File: src/rtl/xsd_pkg.sv
package xsd_pkg;
  localparam int CODE_W = 5;
  localparam logic [CODE_W-1:0] MC_SEL_SHUT  = 5'd20;
  localparam logic [CODE_W-1:0] MC_OVR_LO    = 5'd5;
  localparam logic [CODE_W-1:0] MC_OVR_HI    = 5'd21;
  localparam logic [CODE_W-1:0] MC_RT_RESET  = 5'd8;
  localparam int NBUS = 2;

  typedef enum logic [1:0] {
    ACT_NONE    = 2'd0,
    ACT_SHUT    = 2'd1,
    ACT_ILLEGAL = 2'd2,
    ACT_REACT   = 2'd3
  } act_e;
endpackage

File: src/rtl/xsd_rst_sync.sv
module xsd_rst_sync #(
  parameter int STAGES = 2
) (
  input  logic clk,
  input  logic rst_n,
  output logic rst_sn
);
  logic [STAGES-1:0] sync_q;

  always_ff @(posedge clk or negedge rst_n) begin
    if (!rst_n) sync_q <= '0;
    else        sync_q <= {sync_q[STAGES-2:0], 1'b1};
  end

  assign rst_sn = sync_q[STAGES-1];
endmodule

File: src/rtl/xsd_decode.sv
module xsd_decode
  import xsd_pkg::*;
(
  input  logic                     cmd_stb,
  input  logic                     cmd_valid,
  input  logic                     cmd_mc,
  input  logic                     cmd_tr,
  input  logic                     cmd_bus,
  input  logic [CODE_W-1:0]        cmd_code,
  input  logic [NBUS-1:0]          rx_shut,
  input  logic                     cfg_undef_invalid,
  output act_e                     act
);
  logic heard;
  logic react_code;

  assign heard      = cmd_stb & cmd_valid & cmd_mc & ~rx_shut[cmd_bus];
  assign react_code = (cmd_code == MC_OVR_LO) | (cmd_code == MC_OVR_HI) |
                      (cmd_code == MC_RT_RESET);

  always_comb begin
    act = ACT_NONE;
    if (heard) begin
      if (cmd_code == MC_SEL_SHUT) begin
        if (!cmd_tr)                act = ACT_SHUT;
        else if (cfg_undef_invalid) act = ACT_ILLEGAL;
        else                        act = ACT_NONE;
      end else if (react_code) begin
        act = ACT_REACT;
      end
    end
  end
endmodule

File: src/rtl/xsd_bus_latch.sv
module xsd_bus_latch (
  input  logic clk,
  input  logic rst_sn,
  input  logic set_tx,
  input  logic set_rx,
  input  logic clr,
  output logic tx_q,
  output logic rx_q
);
  logic tx_d, rx_d;

  always_comb begin
    tx_d = tx_q;
    rx_d = rx_q;
    if (clr) begin
      tx_d = 1'b0;
      rx_d = 1'b0;
    end else begin
      if (set_tx) tx_d = 1'b1;
      if (set_rx) rx_d = 1'b1;
    end
  end

  always_ff @(posedge clk or negedge rst_sn) begin
    if (!rst_sn) begin
      tx_q <= 1'b0;
      rx_q <= 1'b0;
    end else begin
      tx_q <= tx_d;
      rx_q <= rx_d;
    end
  end

  p_tx_set_source_r6: assert property (@(posedge clk) disable iff (!rst_sn)
    $rose(tx_q) |-> $past(set_tx));
  p_rx_needs_tx_r6: assert property (@(posedge clk) disable iff (!rst_sn)
    rx_q |-> tx_q);
  p_release_r11: assert property (@(posedge clk) disable iff (!rst_sn)
    $past(clr) |-> (!tx_q && !rx_q));
endmodule

File: src/rtl/xsd_store_seq.sv
module xsd_store_seq #(
  parameter int DATA_W = 16
) (
  input  logic              clk,
  input  logic              rst_sn,
  input  logic              soft_clr,
  input  logic              accept,
  input  logic              no_status,
  input  logic [DATA_W-1:0] data_in,
  input  logic              stat_done,
  output logic              store_stb,
  output logic              store_sel,
  output logic [DATA_W-1:0] store_word
);
  logic              pend_q, pend_d;
  logic              wait_q, wait_d;
  logic [DATA_W-1:0] hold_q, hold_d;
  logic              stb_d, sel_d;
  logic [DATA_W-1:0] word_d;
  logic              fire;

  assign fire = pend_q & (~wait_q | stat_done);

  always_comb begin
    pend_d = pend_q;
    wait_d = wait_q;
    hold_d = hold_q;
    stb_d  = 1'b0;
    sel_d  = store_sel;
    word_d = store_word;
    if (soft_clr) begin
      pend_d = 1'b0;
      wait_d = 1'b0;
      sel_d  = 1'b0;
    end else begin
      if (fire) begin
        pend_d = 1'b0;
        stb_d  = 1'b1;
        sel_d  = ~store_sel;
        word_d = hold_q;
      end
      if (accept) begin
        pend_d = 1'b1;
        wait_d = ~no_status;
        hold_d = data_in;
      end
    end
  end

  always_ff @(posedge clk or negedge rst_sn) begin
    if (!rst_sn) begin
      pend_q     <= 1'b0;
      wait_q     <= 1'b0;
      hold_q     <= '0;
      store_stb  <= 1'b0;
      store_sel  <= 1'b0;
      store_word <= '0;
    end else begin
      pend_q     <= pend_d;
      wait_q     <= wait_d;
      hold_q     <= hold_d;
      store_stb  <= stb_d;
      store_sel  <= sel_d;
      store_word <= word_d;
    end
  end

  p_store_pending_r9: assert property (@(posedge clk) disable iff (!rst_sn)
    store_stb |-> $past(pend_q));
  p_store_flips_r9: assert property (@(posedge clk) disable iff (!rst_sn)
    store_stb |-> (store_sel != $past(store_sel)));
endmodule

File: src/rtl/xsd_shutdown_ctrl.sv
module xsd_shutdown_ctrl
  import xsd_pkg::*;
#(
  parameter int DATA_W = 16
) (
  input  logic                clk,
  input  logic                rst_n,
  input  logic                cmd_stb,
  input  logic                cmd_valid,
  input  logic                cmd_mc,
  input  logic                cmd_tr,
  input  logic                cmd_bus,
  input  logic                cmd_bcast,
  input  logic [CODE_W-1:0]   cmd_code,
  input  logic [DATA_W-1:0]   cmd_data,
  input  logic [DATA_W-1:0]   sel_a,
  input  logic [DATA_W-1:0]   sel_b,
  input  logic                stat_done,
  input  logic                sw_reset,
  input  logic                cfg_auto,
  input  logic                cfg_txrx,
  input  logic                cfg_undef_invalid,
  input  logic                cfg_pin_mode,
  output logic                rsp_send,
  output logic                stat_me,
  output logic                stat_bcr,
  output logic                irq,
  output logic                store_stb,
  output logic                store_sel,
  output logic [DATA_W-1:0]   store_word,
  output logic [NBUS-1:0]     tx_sd_flag,
  output logic [NBUS-1:0]     rx_sd_flag,
  output logic [NBUS-1:0]     inh_bit,
  output logic [NBUS-1:0]     inh_pin
);
  logic              rst_sn;
  act_e              act;
  logic [DATA_W-1:0] sel_other;
  logic              other_bus;
  logic              hit;
  logic              tx_blocked;
  logic              answer;
  logic              release_all;
  logic              send_d, me_d, bcr_d, irq_d;

  xsd_rst_sync #(.STAGES(2)) u_rst (
    .clk    (clk),
    .rst_n  (rst_n),
    .rst_sn (rst_sn)
  );

  xsd_decode u_dec (
    .cmd_stb           (cmd_stb),
    .cmd_valid         (cmd_valid),
    .cmd_mc            (cmd_mc),
    .cmd_tr            (cmd_tr),
    .cmd_bus           (cmd_bus),
    .cmd_code          (cmd_code),
    .rx_shut           (rx_sd_flag),
    .cfg_undef_invalid (cfg_undef_invalid),
    .act               (act)
  );

  assign other_bus   = ~cmd_bus;
  assign sel_other   = cmd_bus ? sel_a : sel_b;
  assign hit         = (act == ACT_SHUT) & cfg_auto & (cmd_data == sel_other);
  assign tx_blocked  = tx_sd_flag[cmd_bus];
  assign answer      = (act == ACT_SHUT) | (act == ACT_ILLEGAL);
  assign release_all = (act == ACT_REACT) | sw_reset;

  for (genvar b = 0; b < NBUS; b++) begin : g_bus
    logic aim;
    assign aim = hit & (other_bus == b[0]);

    xsd_bus_latch u_latch (
      .clk    (clk),
      .rst_sn (rst_sn),
      .set_tx (aim),
      .set_rx (aim & cfg_txrx),
      .clr    (release_all),
      .tx_q   (tx_sd_flag[b]),
      .rx_q   (rx_sd_flag[b])
    );

    assign inh_bit[b] = tx_sd_flag[b] & ~cfg_pin_mode;
    assign inh_pin[b] = tx_sd_flag[b] &  cfg_pin_mode;
  end

  xsd_store_seq #(.DATA_W(DATA_W)) u_store (
    .clk        (clk),
    .rst_sn     (rst_sn),
    .soft_clr   (sw_reset),
    .accept     ((act == ACT_SHUT) & ~sw_reset),
    .no_status  (cmd_bcast | tx_blocked),
    .data_in    (cmd_data),
    .stat_done  (stat_done),
    .store_stb  (store_stb),
    .store_sel  (store_sel),
    .store_word (store_word)
  );

  always_comb begin
    send_d = 1'b0;
    irq_d  = 1'b0;
    me_d   = stat_me;
    bcr_d  = stat_bcr;
    if (sw_reset) begin
      me_d  = 1'b0;
      bcr_d = 1'b0;
    end else if (answer) begin
      send_d = ~cmd_bcast & ~tx_blocked;
      me_d   = (act == ACT_ILLEGAL);
      bcr_d  = cmd_bcast;
      irq_d  = (act == ACT_SHUT) & ~cfg_auto;
    end
  end

  always_ff @(posedge clk or negedge rst_sn) begin
    if (!rst_sn) begin
      rsp_send <= 1'b0;
      stat_me  <= 1'b0;
      stat_bcr <= 1'b0;
      irq      <= 1'b0;
    end else begin
      rsp_send <= send_d;
      stat_me  <= me_d;
      stat_bcr <= bcr_d;
      irq      <= irq_d;
    end
  end

  p_send_after_cmd_r2: assert property (@(posedge clk) disable iff (!rst_sn)
    rsp_send |-> $past(cmd_stb));
  p_send_not_bcast_r3: assert property (@(posedge clk) disable iff (!rst_sn)
    rsp_send |-> !stat_bcr);
  p_irq_no_shutdown_r8: assert property (@(posedge clk) disable iff (!rst_sn)
    irq |-> $stable(tx_sd_flag));
  p_rx_shut_deaf_r10: assert property (@(posedge clk) disable iff (!rst_sn)
    (cmd_stb && rx_sd_flag[cmd_bus] && !sw_reset) |=> (!rsp_send && $stable(stat_me)));
endmodule

File: config.mk
export PLATFORM = sky130hd
export DESIGN_NAME = xsd_shutdown_ctrl
export DESIGN_NICKNAME = d
export VERILOG_FILES = /design/src/rtl/xsd_pkg.sv /design/src/rtl/xsd_rst_sync.sv /design/src/rtl/xsd_decode.sv /design/src/rtl/xsd_bus_latch.sv /design/src/rtl/xsd_store_seq.sv /design/src/rtl/xsd_shutdown_ctrl.sv
export SDC_FILE = /design/constraint.sdc
export NUM_CORES = 1
export LEC_CHECK = 0
export BUFFER_PORTS_ARGS = -buffer_cell sky130_fd_sc_hd__buf_4
export CELL_PAD_IN_SITES_DETAIL_PLACEMENT = 0
export CELL_PAD_IN_SITES_GLOBAL_PLACEMENT = 1
export CORE_UTILIZATION = 30
export CTS_CLUSTER_DIAMETER = 200
export DETAILED_ROUTE_END_ITERATION = 7
export GPL_TIMING_DRIVEN = 0
export PLACE_DENSITY = 0.63
export SYNTH_ARGS = -nofsm -noshare
export SYNTH_HDL_FRONTEND = slang
export SYNTH_HIERARCHICAL = 1
export SYNTH_SLANG_ARGS = --single-unit
export TNS_END_PERCENT = 1
File: constraint.sdc
create_clock -name clk -period 2.25 [get_ports clk]
set_clock_uncertainty 0.1 [all_clocks]
set_input_delay 0.225 -clock clk [delete_from_list [all_inputs] [get_ports clk]]
set_output_delay 0.225 -clock clk [all_outputs]
set_load 0.01 [all_outputs]
* Word-level counts from Yosys, hierarchy flattened
Index checks and enable logic that the tools add are counted.
** Storage, ports and cells
- Flip-flop bits (word level) :: 46
- Input port bits :: 67
- Output and inout port bits :: 30
- Word-level logic and storage cells :: 102
** Cells by class
- $lt $le $gt $ge :: 1
- Equal/unequal tests :: 8
- Mux-type cells :: 35
- Bitwise gates (word level) :: 33
- Reduce and logical (&&, ||, !) cells :: 10
** Operators by type and width (number)
- $mux 1 :: 29
- $and 1x1->1 :: 17
- $eq 16x16->1 :: 1
- $mux 16 :: 1
- $reduce_bool 2->1 :: 7
- $eq 5x5->1 const B :: 2
- $mux 2 :: 5
- $not 1->1 :: 10
- $or 1x1->1 :: 6
- $eq 5x3->1 const B :: 1
- $eq 5x4->1 const B :: 1
- $eq 2x2->1 const B :: 2
- $reduce_and 2->1 :: 2
- $reduce_bool 3->1 :: 1
- $eq 2x1->1 const B :: 1
- $lt 1x2->1 const B :: 1

* Longest topological paths before layout
Gate-level depths: netlist of run 1.
- Depth in word-level cells :: 13
- Gate-level depth with buffers :: 10
- Depth with buffers taken out :: 10

* Modules after synthesis
The synthesis of run 1 kept the hierarchy.
** By module, submodules not included
- xsd_store_seq :: times used 1, cells each 85, area an instance 1468.9 sq um, seq. area each 900.9 sq um
- xsd_shutdown_ctrl :: times used 1, cells each 70, area an instance 620.6 sq um, seq. area each 100.1 sq um
- xsd_bus_latch :: times used 2, cells each 4, area an instance 70.1 sq um, seq. area each 50.0 sq um
- xsd_decode :: times used 1, cells each 12, area an instance 87.6 sq um, seq. area each 0.0 sq um
- xsd_rst_sync :: times used 1, cells each 3, area an instance 53.8 sq um, seq. area each 50.0 sq um

* Least setup slack after synthesis of run 1
OpenSTA, ideal clock, no wires.
- Kind :: reg2reg
- Start :: reg g_bus[1].u_latch.rx_q
- End :: reg u_store.hold_q[10]
- Library setup time :: 0.125 ns
- Arrival time :: 2.141 ns
- Required time :: 2.025 ns
- Setup slack :: -0.116 ns
- Cell stages (with the launch flop) :: 10
- Path buffers :: 2
- Period minus slack after synthesis :: 2.366 ns
- Path through :: dfrtp_1 > mux2i_1 > nand4_1 > a211oi_2 > ha_1 > nor2b_1 > nor2b_1 > buf_6 > buf_8 > mux2_4
** On the way
- Word-level cells in the longest chain between the ends :: 8
** RTL lines
- start: declaration :: RTL line xsd_bus_latch.sv:8 : output logic rx_q
- start signal: assignment :: RTL line xsd_bus_latch.sv:30 : rx_q <= rx_d;
- $mux 1 (implied by the code) (2 in a row) :: RTL line xsd_decode.sv:17 : assign heard = cmd_stb & cmd_valid & cmd_mc & ~rx_shut[cmd_bus];
- $not 1->1 :: RTL line xsd_decode.sv:17
- $and 1x1->1 :: RTL line xsd_decode.sv:17
- $mux 2 :: RTL line xsd_decode.sv:23 : if (heard) begin
- named net act[0] :: RTL line xsd_shutdown_ctrl.sv:37 : act_e act;
- $eq 2x1->1 :: RTL line xsd_shutdown_ctrl.sv:93 : .accept ((act == ACT_SHUT) & ~sw_reset),
- $and 1x1->1 :: RTL line xsd_shutdown_ctrl.sv:93
- $reduce_and 2->1 (no line)
- end signal: assignment :: RTL line xsd_store_seq.sv:61 : hold_q <= hold_d;
- end: declaration :: RTL line xsd_store_seq.sv:17 : logic [DATA_W-1:0] hold_q, hold_d;
The timed path passes the listed nets, and every way through them passes these cells. The select of a mux whose other input is x is not followed.
A chain may end at the register's enable or synchronous reset.

* Final worst setup path of run 1
- Start :: reg g_bus[1].u_latch.rx_q
- End :: reg u_store.hold_q[5]
Same word-level chain as after synthesis.

==> impl_results.md, run 1 <==
* Average cell area after synthesis at 13.32 µm²
* Max Used Layer: met4
* WP data required at 2.34 ns
* Hold wc startpoint: cmd_data[13]
* Final Wtd Congestion at 0.7738
* Diode count at 0
* Number of synthesized flops with an enable pin at 0
* Outcome: finished, violations left
* Bufs on Longest Clock Path at 2
* Vias in the first global route at 1,796
* Filler Cell Count at 758
* RSZ-0062 raised after global routing: yes
* Hold EP: u_store/hold_q[13]$_DFFE_PN0P_
* Antenna violations before repair at 0
* Most common cell after layout, fill and taps aside: buf_4
* Clock sink count at 46
* DRT met1 WL at 2691 µm
* Mapped Area at 0.002371 mm²
* Critical R2R Launch: g_bus[1].u_latch/rx_q$_DFFE_PN0P_
* Async S/R FF share, synth at 1.000
* Critical path launch point type: flip-flop
* Placed cell count at 377
* Share of layout cells above drive strength 1 at 0.5593
* Routed length on met2 at 2816 µm
* Worst r2r dst: u_store/hold_q[5]$_DFFE_PN0P_
* Worst R2R Setup Slack at -0.05 ns
* Via density at 4.340
* Peak Freq at 0.4344 GHz
* Largest net degree at the start of global routing at 27
* Most frequent cells in the layout: 105 x buf_4, 45 x dfrtp_1, 22 x mux2_4
* Failing checks: negative setup slack
* Pre-CTS setup slack at -0.2522 ns
* Starting DRT DRC Count at 26
* Sequential element share of the synthesized area at 0.4855
* CP max FO at 6
* Synth-to-Final Area Change at 47.76%
* CTS tree: yes
* Starting density of the core at 0.3084
* GRT Total Usage at 0.1442
* DIE HEIGHT at 90.90 µm
* Fin nets at 364
* Number of buffers created by CTS at 5
* VDD IR max at 0.3013 mV
* PnR worst setup slack at -0.05184 ns
* FF+latch count, synth at 46
* Total negative slack at -0.3507 ns
* Share of the synthesized area in the top cell type at 0.4855
* Leakage at 1.844 nW
* Worst-case reg-to-reg path depth at 8
* Crit path kind: reg2reg
* Post-route ant nets at 0
* Final Util at 0.4557
* H-tree depth at 2
* Root Driver: clkbuf_8
* Post-Syn Nets at 248
* Synth warn at 6
* Final period util at 1.023
* Worst skew pair latency at 0.30 ns
* Synth Instances at 178
* Detailed Route WL at 5839 µm
* Worst hold path depth at 2
* Min-delay worst type: in2reg
* # DRC at 0
* FP Rows at 32
* Vias at 1,723
* Area contributors post-synth: dfrtp_1 49%, mux2_4 12%, mux2i_1 8.9%, mux2_2 6.2%, xnor2_1 5.5%
* CP arrival at 2.39 ns
* First-pass GRT wire length at 9225 µm
* Area of the core at 0.007687 mm²
* Avg WL per Cell at 14.71 µm
* Boundary pin count at 97
* Max Cap Violations at 0
* Pre-Repair DR Iteration Count at 5
* Gr ovfl total at 0
* Port-buffer cells at 96
* Post-DP HPWL at 4450 µm
* Final setup fails at 15
* Final Max Tran Viols at 0
* Final Hold Fails at 0
* Finished Cell Area at 0.003503 mm²
* Biggest area consumer among synthesized cells: dfrtp_1
* Detail Route met3 WL at 242 µm
* Placed Area at 0.003246 mm²
* Final std cells w/o fill at 397
* Fin crit period at 2.302 ns
* Die area at 0.008263 mm²
* Power density over cell area at 470.8 mW/mm²
* Crit end category: flip-flop
* Overall die width at 90.90 µm
* Count of different cell masters after synthesis at 31
* CTS clk-pin slew, worst paths at 0.09 ns
* Main synth FF type: dfrtp_1
==> repair_timing <==
action                     in CTS  in global routing
gates cloned                    0                  1
pin swaps                       7                  5
hold buffers                    2                  0
setup endpoints to repair      20                 20
hold endpoints to repair        3                  0
buffers inserted                4                  6
resized for setup               5                  7
==> metal layers <==
layer,vias to the layer above,GRT usage
li1,858,-
met1,808,0.1927
met2,48,0.2311
met3,9,0.03367
met4,0,0.04497
met5,-,0
==> report_power, final <==
part | internal (W) | switching [W]
Clock | 0.000218 | 0.000286
Combinational | 0.000167 | 0.0000992
Sequential | 0.000856 | 0.0000230
==> per-stage QoR <==
| step | hold slack, ns | total power [W] |
|---|---|---|
| 6_report | 0.06823 | 0.001649 |
| 3_3_place_gp | -0.09314 | 0.001143 |
| 4_1_cts | 0.06082 | 0.001679 |
| 3_5_place_dp | -0.09056 | 0.001151 |
| 2_1_floorplan | -0.1706 | 0.001011 |
| 5_1_grt | 0.05613 | 0.001729 |
==> final cells by class <==
type	instances	area (µm²)	area share
tap	102	127.6	0.03643
inverter	7	26.28	0.007500
sequential	46	1152	0.3289
clock inverter	3	21.27	0.006071
buffer	4	47.55	0.01357
clock buffer	5	68.82	0.01964
multi-input combinational	120	1195	0.3411
timing repair buffer	110	864.6	0.2468
==> critical path, stage by stage, from the launching register on <==
cell and delay, ns:
dfrtp_1 0.39, mux2i_1 0.13, nand4_1 0.17, a211oi_2 0.24, ha_2 0.22, nor2b_4 0.15, nor2b_4 0.29, clkbuf_16 0.21
mux2_4 0.30
==> sequential cells by signal, summed over array words and instances, names as in the netlist, 2 cells and up <==
| name | count |
|---|---|
| u_store/hold_q | 16 |
| u_store/store_word | 16 |
| g_bus.u_latch/rx_q | 2 |
| g_bus.u_latch/tx_q | 2 |
| u_rst/sync_q | 2 |
==> cell usage after synthesis (2+ instances only) <==
| master | count |
|---|---|
| dfrtp_1 | 46 |
| nor4_1 | 6 |
| o21ba_1 | 4 |
| nor2b_1 | 9 |
| nor3_1 | 3 |
| nor2_1 | 7 |
| mux2_2 | 13 |
| nand2_1 | 3 |
| mux2_4 | 19 |
| inv_1 | 7 |
| a211oi_2 | 2 |
| mux2i_1 | 21 |
| xnor2_1 | 15 |
| buf_6 | 3 |
| and2_1 | 2 |
| ha_1 | 3 |
==> cell families after synthesis <==
group	Yosys count	synth area share
other	1	0.001582
xor gates and xnor gates	16	0.05911
buffers and inverters	12	0.03377
adders and majority gates	3	0.01583
and+or+nand+nor	37	0.09393
AOI/OAI and AO/OA	10	0.03958
muxes	53	0.2707
DFF	46	0.4855
==> how the worst max path moves through the flow <==
stage,start,end,cells after the start
floorplan,g_bus[1].u_latch/rx_q$_DFFE_PN0P_,u_store/hold_q[10]$_DFFE_PN0P_,9
global placement,cmd_bus,u_store/hold_q[7]$_DFFE_PN0P_,10
detailed placement,cmd_bus,u_store/hold_q[7]$_DFFE_PN0P_,10
CTS,g_bus[1].u_latch/rx_q$_DFFE_PN0P_,u_store/hold_q[7]$_DFFE_PN0P_,9
global route,g_bus[1].u_latch/rx_q$_DFFE_PN0P_,u_store/hold_q[5]$_DFFE_PN0P_,8
finish,g_bus[1].u_latch/rx_q$_DFFE_PN0P_,u_store/hold_q[5]$_DFFE_PN0P_,8
(Power assumes the default switching activity.)
==> inputs of run 2 (changes only) <==
CORE_ASPECT_RATIO = 2   (was not set)
CORE_UTILIZATION = 40   (was 30)
GPL_ROUTABILITY_DRIVEN = 0   (was not set)
PLACE_DENSITY = 0.82   (was 0.63)
==> impl_results.md, run 2 (synthesis results as in run 1) <==
* Post-DP HPWL at 4189 µm
* Finished Cell Area at 0.003481 mm²
* Post-route ant nets at 0
* CP startpoint: g_bus[0].u_latch/rx_q$_DFFE_PN0P_
* Fin crit period at 2.421 ns
* Combinational power share at 0.145
* Antenna violations before repair at 0
* Boundary pin count at 97
* CTS clk-pin slew, worst paths at 0.06 ns
* Overall die width at 56.44 µm
* WP data required at 2.32 ns
* Vias in the first global route at 1,806
* Slowest cell delay on critical path at 0.40 ns
* Gr ovfl total at 0
* Die area at 0.006258 mm²
* Max Cap Violations at 0
* Critical Path, Cell by Cell: mux2i_2 -> nand4_1 -> buf_4 -> a211oi_4 -> inv_1 -> ha_2 -> nor2b_4 -> nor2b_4 -> buf_6 -> buf_12 -> mux2_4
* Min-delay worst type: reg2async
* Outcome: finished, violations left
* Crit end category: flip-flop
* Bufs on Longest Clock Path at 2
* Fin nets at 358
* CP dominant cell by count: nor2b_4
* Total negative slack at -2.320 ns
* Pre-Repair DR Iteration Count at 4
* Filler Cell Count at 485
* Placed Area at 0.003194 mm²
* RSZ-0062 raised after global routing: yes
* Starting DRT DRC Count at 43
* Detailed Route WL at 5360 µm
* Port-buffer cells at 96
* WHS at -0.002127 ns
* CP arrival at 2.49 ns
* DIE HEIGHT at 110.9 µm
* PnR worst setup slack at -0.1709 ns
* Placed cell count at 336
* FP Rows at 39
* Final std cells w/o fill at 350
* Worst skew pair latency at 0.28 ns
* Number of buffers created by CTS at 5
* Pre-CTS setup slack at -0.3354 ns
* Critical path launch point type: flip-flop
* Failing checks: negative hold slack, negative setup slack
* Vias at 1,727
* CTS tree: yes
* H-tree depth at 2
* Final Max Tran Viols at 0
* Peak Freq at 0.4131 GHz
* Switching power at 0.0004039 W
* CP max FO at 10
* CP delay by family, top: buffers and inverters
* Leakage at 1.837 nW
* Crit path kind: reg2reg
* Synth-to-Final Area Change at 46.81%
* Largest registers: u_store/hold_q: 16 flops, u_store/store_word: 16 flops
* Final setup fails at 17
* First-pass GRT wire length at 8914 µm
* Share of layout cells above drive strength 1 at 0.5536
* VDD IR max at 0.4897 mV
* Avg WL per Cell at 15.31 µm
* Clock sink count at 46
* GRT Total Usage at 0.1864
* # DRC at 0
* Final period util at 1.076
* Critical path buffers and inverters at 4
* Most common cell after layout, fill and taps aside: buf_4
* Root Driver: clkbuf_16
* Final Hold Fails at 5
* Diode count at 0
* Critical R2R Launch: g_bus[0].u_latch/rx_q$_DFFE_PN0P_
* Area of the core at 0.005709 mm²
* Largest net degree at the start of global routing at 40
* Clock network fraction of design power at 0.386
* Via density at 4.934
* Most frequent cells in the layout: 99 x buf_4, 45 x dfrtp_1, 23 x mux2_4
* Int Pwr at 0.001466 W
* Power density over cell area at 537.1 mW/mm²
* Starting density of the core at 0.4153
* Crit-path slowest cell: dfrtp_1
* Reg power frac at 0.469
* Switching Share at 0.2161
[run 2: power groups by stage]
stage	registers (W)	clock network (W)	logic, W
after floorplan	0.000896	0	0.000115
after global placement	0.000902	0	0.000237
after detailed placement	0.000891	0	0.000258
after CTS	0.000876	0.000743	0.000274
after global routing	0.000881	0.000772	0.000295
final	0.000877	0.000722	0.000270
[run 2: layout make-up]
cell class	count	area, µm²	area share
clock buffers	7	142.6	0.04098
inverters	7	26.28	0.007549
plain buffers	5	58.81	0.01689
flip-flops and latches	46	1152	0.3311
clock inverters	1	5.005	0.001438
repair buffers	103	803.3	0.2308
multi-input cells	120	1216	0.3494
well taps	61	76.32	0.02193
[run 2: path summary, 6_finish.rpt]
path / cells past startpoint / slack, ns / to
min in group clk: 2 / 0.09 / u_store/hold_q[11]$_DFFE_PN0P_
setup reg to reg: 11 / -0.17 / u_store/hold_q[13]$_DFFE_PN0P_
hold reg to reg: 0 / -0.002 / irq$_DFF_PN0_
hold / removal: 0 / -0.002 / irq$_DFF_PN0_
max in group asynchronous: 1 / 1.61 / u_store/store_word[1]$_DFFE_PN0P_
setup / recovery: 11 / -0.17 / u_store/hold_q[13]$_DFFE_PN0P_
[run 2: per-layer routing]
metal / GRT usage / vias up / part of all wire
met3: 0.02800 / 7 / 0.039
li1: - / 832 / -
met2: 0.3357 / 51 / 0.58
met4: 0.06829 / 0 / 0.017
met5: 0 / - / 0
met1: 0.2161 / 837 / 0.37
[run 2: metrics by stage]
stage            util  hold slack [ns]  total power (W)
6_report       0.6097        -0.002127         0.001869
2_1_floorplan       -          -0.1706         0.001011
3_5_place_dp   0.5595         -0.09056         0.001149
5_1_grt        0.6097          0.01786         0.001948
4_1_cts        0.6066         0.006766         0.001894
3_3_place_gp   0.5558         -0.09129         0.001139
[run 2: timing repair]
action,CTS,global route
endpoints found under the setup margin,20,20
hold buffers,2,0
setup buffers,3,1
pin swaps,5,4
endpoints found under the hold margin,3,0
cloned,0,0
resized for setup,13,2
==> inputs of run 3 (changes only) <==
REMOVE_ABC_BUFFERS = 1   (was not set)
==> impl_results.md, run 3 (synthesis results as in run 1) <==
* Outcome: finished, violations left
* Failing checks: negative setup slack
* Filler Cell Count at 495
* Share of layout cells above drive strength 1 at 0.5426
* Starting DRT DRC Count at 21
* Pre-Repair DR Iteration Count at 4
* Placed Area at 0.003153 mm²
* Fin nets at 351
* Leakage at 1.795 nW
* Port-buffer cells at 96
* Die area at 0.006258 mm²
* CTS clk-pin slew, worst paths at 0.06 ns
* # DRC at 0
* Gr ovfl total at 0
* Overall die width at 56.44 µm
* Final Max Tran Viols at 0
* Final Hold Fails at 0
* Post-route ant nets at 0
* Number of buffers created by CTS at 5
* Largest net degree at the start of global routing at 39
* Most common cell after layout, fill and taps aside: buf_4
* Root Driver: clkbuf_16
* RSZ-0062 raised after global routing: yes
* Bufs on Longest Clock Path at 2
* Avg WL per Cell at 14.70 µm
* Placed cell count at 332
* Crit path kind: reg2reg
* Vias at 1,728
* Largest registers: u_store/hold_q: 16 flops, u_store/store_word: 16 flops
* Final std cells w/o fill at 343
* Area of the core at 0.005709 mm²
* Power density over cell area at 548.4 mW/mm²
* Vias in the first global route at 1,801
* H-tree depth at 2
* Synth-to-Final Area Change at 42.48%
* Post-DP HPWL at 3905 µm
* Starting density of the core at 0.4153
* Clock sink count at 46
* Final setup fails at 5
* Boundary pin count at 97
* GRT Total Usage at 0.1732
* VDD IR max at 0.6120 mV
* CTS tree: yes
* Max Cap Violations at 0
* PnR worst setup slack at -0.01339 ns
* Via density at 5.038
* Diode count at 0
* Peak Freq at 0.4418 GHz
* Most frequent cells in the layout: 98 x buf_4, 45 x dfrtp_1, 21 x mux2i_1
* Min-delay worst type: in2reg
* CP arrival at 2.33 ns
* Detailed Route WL at 5043 µm
* WP data required at 2.31 ns
* Final Util at 0.5917
* DIE HEIGHT at 110.9 µm
* First-pass GRT wire length at 8480 µm
* Fin crit period at 2.263 ns
* Worst skew pair latency at 0.28 ns
* FP Rows at 39
* Antenna violations before repair at 0
* WHS at 0.003486 ns
* Final period util at 1.006
* Critical path launch point type: flip-flop
* Crit end category: flip-flop
* Finished Cell Area at 0.003378 mm²
* CP max FO at 13
==> run 3: where the power goes <==
group          leakage [nW]  switching, W  internal (W)  total (W)
Sequential            0.631     0.0000182      0.000858   0.000876
Combinational          1.09     0.0000962      0.000160   0.000256
Clock                0.0739      0.000281      0.000440   0.000721
==> run 3: final cells by class <==
| cell class | count | area, µm² | share of cell area |
|---|---|---|---|
| Clock buffer | 7 | 142.6 | 0.04222 |
| Clock inverter | 1 | 5.005 | 0.001481 |
| Inverter | 7 | 26.28 | 0.007778 |
| Multi-Input combinational cell | 120 | 1190 | 0.3522 |
| Sequential cell | 46 | 1152 | 0.3411 |
| Tap cell | 61 | 76.32 | 0.02259 |
| Timing Repair Buffer | 101 | 785.8 | 0.2326 |
==> run 3: worst paths after layout <==
check                                                        from                                 to  slack, ns  depth (start not counted)
worst max-delay path            g_bus[1].u_latch/rx_q$_DFFE_PN0P_      u_store/hold_q[2]$_DFFE_PN0P_      -0.01                          8
worst min-delay path                                     cfg_auto                      irq$_DFF_PN0_      0.003                          2
worst max register to register  g_bus[1].u_latch/rx_q$_DFFE_PN0P_      u_store/hold_q[2]$_DFFE_PN0P_      -0.01                          8
worst min register to register          u_rst/sync_q[1]$_DFF_PN0_         u_store/pend_q$_DFFE_PN0P_       0.01                          0
max in group asynchronous               u_rst/sync_q[1]$_DFF_PN0_  u_store/store_word[2]$_DFFE_PN0P_       1.58                          1
min in group asynchronous               u_rst/sync_q[1]$_DFF_PN0_         u_store/pend_q$_DFFE_PN0P_       0.01                          0
==> run 3: metrics by stage <==
stage	setup TNS [ns]	power, W	worst slack (ns)
6_report	-0.04027	0.001853	-0.01339
5_1_grt	-2.322	0.001930	-0.1623
4_1_cts	-0.2168	0.001874	-0.04042
3_5_place_dp	-13.51	0.001142	-0.7556
3_3_place_gp	-29.17	0.001131	-1.745
2_1_floorplan	-12.65	0.001002	-0.8349
==> run 3: critical path: stages (launching register included) <==
cell and delay (ns):
dfrtp_1 0.39, mux2i_1 0.14, nand4_1 0.16, a211oi_2 0.22
ha_2 0.24, nor2b_4 0.18, nor2b_4 0.20, buf_12 0.17
mux2_2 0.34
==> run 3: what timing repair did <==
action                                 CTS  global route
buffers inserted                         2             0
hold buffers                             1             0
gates resized for setup                  9             1
setup endpoints to repair               20            20
endpoints found under the hold margin    2             0
pin swaps                                4             0
==> run 3: routing by layer <==
layer,part of all wire,GRT usage,up-vias
met5,0,0,-
met4,0.018,0.06179,0
met3,0.039,0.03034,8
met2,0.58,0.3263,53
met1,0.37,0.1848,845
li1,-,-,822
